$ cat src/rtl/mslb_tlb.sv
module mslb_tlb #(
  parameter int ENTRIES = 32,
  parameter int ASID_W  = 8,
  parameter int DOM_W   = 4,
  parameter int PERM_W  = 3
) (
  input  logic              clk,
  input  logic              rst_n,
  input  logic              lookup_en,
  input  logic [31:0]       lookup_va,
  input  logic [ASID_W-1:0] cur_asid,
  output logic              hit,
  output logic              miss,
  output logic [31:0]       pa,
  output logic [DOM_W-1:0]  hit_dom,
  output logic [PERM_W-1:0] hit_perm,
  input  logic              fill_en,
  input  logic [19:0]       fill_vpn,
  input  logic [19:0]       fill_ppn,
  input  logic [1:0]        fill_size,
  input  logic              fill_ng,
  input  logic [ASID_W-1:0] fill_asid,
  input  logic [DOM_W-1:0]  fill_dom,
  input  logic [PERM_W-1:0] fill_perm,
  input  logic              inval_all
);
  localparam int IDX_W = $clog2(ENTRIES);

  function automatic logic [19:0] size_mask(input logic [1:0] sz);
    case (sz)
      2'd0:    return 20'hFFFFF;
      2'd1:    return 20'hFFFF0;
      2'd2:    return 20'hFFF00;
      default: return 20'hFF000;
    endcase
  endfunction

  logic [ENTRIES-1:0] valid;
  logic [19:0]        e_vpn  [ENTRIES];
  logic [19:0]        e_ppn  [ENTRIES];
  logic [1:0]         e_size [ENTRIES];
  logic               e_ng   [ENTRIES];
  logic [ASID_W-1:0]  e_asid [ENTRIES];
  logic [DOM_W-1:0]   e_dom  [ENTRIES];
  logic [PERM_W-1:0]  e_perm [ENTRIES];
  logic [ENTRIES-1:0] match;
  logic [IDX_W-1:0]   rr_ptr;

  for (genvar g = 0; g < ENTRIES; g++) begin : g_cmp
    assign match[g] = valid[g]
                    && (((lookup_va[31:12] ^ e_vpn[g]) & size_mask(e_size[g])) == 20'd0)
                    && (!e_ng[g] || (e_asid[g] == cur_asid));
  end

  logic [19:0]       sel_ppn, sel_mask;
  logic [DOM_W-1:0]  sel_dom;
  logic [PERM_W-1:0] sel_perm;
  always_comb begin
    sel_ppn  = '0;
    sel_mask = '1;
    sel_dom  = '0;
    sel_perm = '0;
    for (int i = ENTRIES - 1; i >= 0; i--) begin
      if (match[i]) begin
        sel_ppn  = e_ppn[i];
        sel_mask = size_mask(e_size[i]);
        sel_dom  = e_dom[i];
        sel_perm = e_perm[i];
      end
    end
  end

  assign hit      = lookup_en && (|match);
  assign miss     = lookup_en && !(|match);
  assign pa       = {(sel_ppn & sel_mask) | (lookup_va[31:12] & ~sel_mask), lookup_va[11:0]};
  assign hit_dom  = sel_dom;
  assign hit_perm = sel_perm;

  logic             any_free;
  logic [IDX_W-1:0] free_idx, victim;
  always_comb begin
    any_free = 1'b0;
    free_idx = '0;
    for (int i = ENTRIES - 1; i >= 0; i--) begin
      if (!valid[i]) begin
        any_free = 1'b1;
        free_idx = IDX_W'(i);
      end
    end
  end
  assign victim = any_free ? free_idx : rr_ptr;

  always_ff @(posedge clk) begin
    if (!rst_n || inval_all) begin
      valid  <= '0;
      rr_ptr <= '0;
    end else if (fill_en) begin
      valid[victim] <= 1'b1;
      if (!any_free) rr_ptr <= rr_ptr + 1'b1;
    end
  end

  always_ff @(posedge clk) begin
    if (fill_en) begin
      e_vpn[victim]  <= fill_vpn;
      e_ppn[victim]  <= fill_ppn;
      e_size[victim] <= fill_size;
      e_ng[victim]   <= fill_ng;
      e_asid[victim] <= fill_asid;
      e_dom[victim]  <= fill_dom;
      e_perm[victim] <= fill_perm;
    end
  end

  assert_clear_empties_R12: assert property (@(posedge clk) disable iff (!rst_n)
    inval_all |=> (valid == '0) && !hit);

  assert_fill_takes_free_R9: assert property (@(posedge clk) disable iff (!rst_n)
    (fill_en && !inval_all && !(&valid)) |=>
      ($countones(valid) == $past($countones(valid)) + 1));

  assert_offset_passes_R2: assert property (@(posedge clk) disable iff (!rst_n)
    hit |-> (pa[11:0] == lookup_va[11:0]));

  assert_idle_quiet_R8: assert property (@(posedge clk) disable iff (!rst_n)
    !lookup_en |-> (!hit && !miss));

endmodule

$ cat config.mk
export PLATFORM = sky130hd
export DESIGN_NAME = mslb_tlb
export DESIGN_NICKNAME = d
export VERILOG_FILES = /design/src/rtl/mslb_tlb.sv
export SDC_FILE = /design/constraint.sdc
export NUM_CORES = 2
export LEC_CHECK = 0
export BUFFER_PORTS_ARGS = -buffer_cell sky130_fd_sc_hd__buf_2
export CAP_MARGIN = 10
export CELL_PAD_IN_SITES_DETAIL_PLACEMENT = 1
export CELL_PAD_IN_SITES_GLOBAL_PLACEMENT = 2
export CORE_AREA = 2 2 426 428
export DETAILED_ROUTE_END_ITERATION = 10
export DIE_AREA = 0 0 428 430
export GPL_TIMING_DRIVEN = 0
export PLACE_DENSITY = 0.76
export SETUP_SLACK_MARGIN = 0.3
export SYNTH_ARGS = -nofsm -noshare
export SYNTH_HDL_FRONTEND = slang
export SYNTH_SLANG_ARGS = --single-unit
export TNS_END_PERCENT = 1
$ cat constraint.sdc
create_clock -name clk -period 8.13 [get_ports clk]
set_clock_uncertainty 0.15 [all_clocks]
set_input_delay 0.4065 -clock clk [delete_from_list [all_inputs] [get_ports clk]]
set_output_delay 0.4065 -clock clk [all_outputs]
set_load 0.05 [all_outputs]
==> metrics <==
Core ar. 179800 um^2; outcome finished clean; Initial DRC Count between 5000 and 6000; fmax 136.4 MHz; Place WS about 950 ps; Root Buffer clkbuf_16; pwr/cell area 218.7 nW/um^2; area delta synth->final 14.63%; Top delay family on crit path simple AND/OR/NAND/NOR gates; xor-xnor portion of the synthesized cell area 9.823%; Max-Slew Margin vs Limit 2.343%; gr ovfl total 0; Worst-path clk slew 60 ps; main flop type after synthesis edfxtp_1; antenna-violating nets left 0; largest family of logic cells by synthesized area XOR/XNOR gates; crit path kind flip-flop to output port; Flop pwr share between 50% and 60%; Synth Area in Adders less than 1%; P_int 15.70 mW; Port Buffers 103; Mapped Nets roughly 5700; WL final 278800 um; row count 156; Netlist cell types approximately 100; Seq cells post-synth 1893; die area 184000 um^2; max-slew violations 0; Worst Path Buf+Inv 3; GRT Util Overall 29.91%; combinational group share of total power 3.8%; H-Tree Level Count 4; critical-path cell list xnor2_1 -> nand4_1 -> o21ai_0 -> nand4b_1 -> or3_1 -> clkbuf_1 -> and2_0 -> clkbuf_1 -> o21ai_0 -> o21ai_0 -> a21oi_1 -> a21oi_1 -> a21oi_1 -> mux2_2 -> buf_2; Switching Share 21.96%; type of origin of the critical path flip-flop; synthesized area 80240 um^2; Clk pwr share 42.8%; CTS max path bufs 3; largest net degree at the start of global routing 33; final setup fails 0; CP max FO 10; routed len/inst approximately 33 um; Seq/Total Area, Yosys 70.38%; drc violations 0; Critical Path RT 7570 ps; CP max stage delay ~880 ps; cts bufs inserted 200; Fin. Hold Viols 0; Reg2Reg Depth 17; final setup TNS 0 ps; syn avg cell area 14.30 um^2; critical path depth 15; clock sinks between 1500 and 2000; antenna violations before repair 10; CP endpoint pa[16]; Yosys warnings 0; fin cells 8571; Tightest Hold Check Type primary input to flip-flop; arrival time worst endpoint 6780 ps; cells after synthesis 5611; Final Instance Area 91980 um^2; TritonCTS clock tree done; Critical Path End Type output port; sw power 4.418 mW; DP HPWL 197000 um; vias 51890; mux contribution to synthesized area less than 1%; ys async rst share 0%; Post-synth EDFFs 1856; Starting Density 44.64%; placed inst area 85700 um^2; beginning of the critical path e_asid[2][1]$_DFFE_PP_; Clock Latency Late Sink 840 ps; Synth Area in Simple Gates 8.724%; Setup WS post-layout between 700 and 800 ps; fin nets 6145; IO Count 144; vias per cell about 6; reg2reg end e_dom[13][0]$_DFFE_PP_; final hold slack about 35 ps; global-route wire length before repair 391900 um; CP max stage cell nand4b_1; fin crit share 90.20%; complex-gate fraction of the synthesized area 8.150%; drt pass-1 iters 5; layout cells sized above 1 12.26%; Max VDD drop 0.2152 mV; Tmin final 7333 ps; vias in the first global route 52280; worst slew pin tran about 1500 ps; LEAKAGE 29.68 nW; final RePlAce weighted congestion 0.9208; Placed Cells incl. Taps 8180; die width 428 um; fillers 17430; R2R Setup Slk around 2500 ps; RSZ-0062 raised after global routing no; Die Ht 430 um; Max-Cap Viols 0; worst r2r src valid[31]$_SDFFE_PP0P_
==> power by group through the flow <==
| stage | combinational [mW] | sequential [mW] | clock, mW |
|---|---|---|---|
| 6_report | 0.759 | 10.8 | 8.61 |
| 5_1_grt | 0.799 | 10.8 | 9.04 |
| 4_1_cts | 0.758 | 10.8 | 8.67 |
| 3_5_place_dp | 0.745 | 11.0 | 0 |
| 3_3_place_gp | 0.711 | 11.0 | 0 |
| 2_1_floorplan | 0.370 | 11.0 | 0 |
==> logic make-up (layout without fill, tap and decap cells) <==
group	count (synthesis)	count (layout)
compound gates	1012	1012
xor+xnor	900	900
simple gates	1400	1400
fa+ha+maj	1	1
buf+inv	373	959
mux	32	32
other cells	0	4
flops	1893	1893
==> cell type report <==
type,instances,area [um^2],area share [%]
diodes,4,10.01,0.01088
plain buffers,292,1689,1.836
clock buffers,240,5197,5.651
clock inverters,118,790.8,0.8597
inverters,81,304.0,0.3306
multi-input cells,3345,22100,24.02
flip-flops and latches,1893,56470,61.40
well taps,2370,2965,3.224
repair buffers,228,2450,2.664
==> registers in the layout, indices dropped and copies added, names as in the netlist <==
register,count
e_ppn,640
e_vpn,640
e_asid,256
e_dom,128
e_perm,96
e_size,64
e_ng,32
valid,32
rr_ptr,5
==> through the flow <==
| stage | util (%) | power (mW) |
|---|---|---|
| final | 51.17 | 20.12 |
| after global routing | 51.16 | 20.59 |
| after CTS | 51.14 | 20.19 |
| after detailed placement | 47.67 | 11.70 |
| after global placement | 46.57 | 11.67 |
| after floorplan | - | 11.33 |
==> placed cells by master, fill, tap and decap left out, drive strengths merged, types with 25 or more instances in the layout <==
master / instances
a221oi: 43
a211oi: 25
o211ai: 47
nand4: 186
xor2: 329
clkbuf: 340
o21a: 29
nand2: 396
or3: 33
nor3: 93
o21ai: 339
nand3: 127
edfxtp: 1856
a31oi: 48
clkinv: 103
a21oi: 222
dfxtp: 37
dlygate4sd3: 25
buf: 395
inv: 85
nor4: 86
nor2: 317
xnor2: 571
==> worst min-delay path by stage <==
stage	slack, ps	startpoint	cells past startpoint	endpoint
floorplan	310	valid[25]$_SDFFE_PP0P_	2	valid[25]$_SDFFE_PP0P_
global placement	350	valid[27]$_SDFFE_PP0P_	2	valid[27]$_SDFFE_PP0P_
detailed placement	360	valid[27]$_SDFFE_PP0P_	2	valid[27]$_SDFFE_PP0P_
CTS	3	fill_perm[0]	1	e_perm[2][0]$_DFFE_PP_
global route	30	fill_perm[0]	1	e_perm[9][0]$_DFFE_PP_
finish	40	fill_perm[0]	1	e_perm[1][0]$_DFFE_PP_
==> per-layer routing <==
layer	wire length [um]	global-route usage, %
met5	297	0
met4	9300	9.737
met3	21610	4.870
met2	136300	50.67
met1	111200	39.33
==> repair_timing <==
| item | 4_1_cts | 5_1_grt |
|---|---|---|
| hold endpoints to repair | 646 | 0 |
| buffers inserted | 0 | 0 |
| gates resized for setup | 0 | 0 |
| hold buffers | 25 | 0 |
==> cells in the mapped netlist, types with 42 or more instances <==
cell / number / share of area (%)
a21oi_1: 222 / 1.4
a221oi_1: 42 / 0.46
a31oi_1: 48 / 0.37
buf_2: 93 / 0.58
buf_4: 53 / 0.50
clkbuf_1: 99 / 0.46
edfxtp_1: 1856 / 69
inv_1: 80 / 0.37
nand2_1: 395 / 1.8
nand3_1: 126 / 0.79
nand4_1: 184 / 1.4
nor2_1: 315 / 1.5
nor3_1: 90 / 0.56
nor4_1: 77 / 0.60
o211ai_1: 47 / 0.44
o21ai_0: 327 / 2.0
xnor2_1: 571 / 6.2
xor2_1: 329 / 3.6
(Power assumes the default switching activity.)
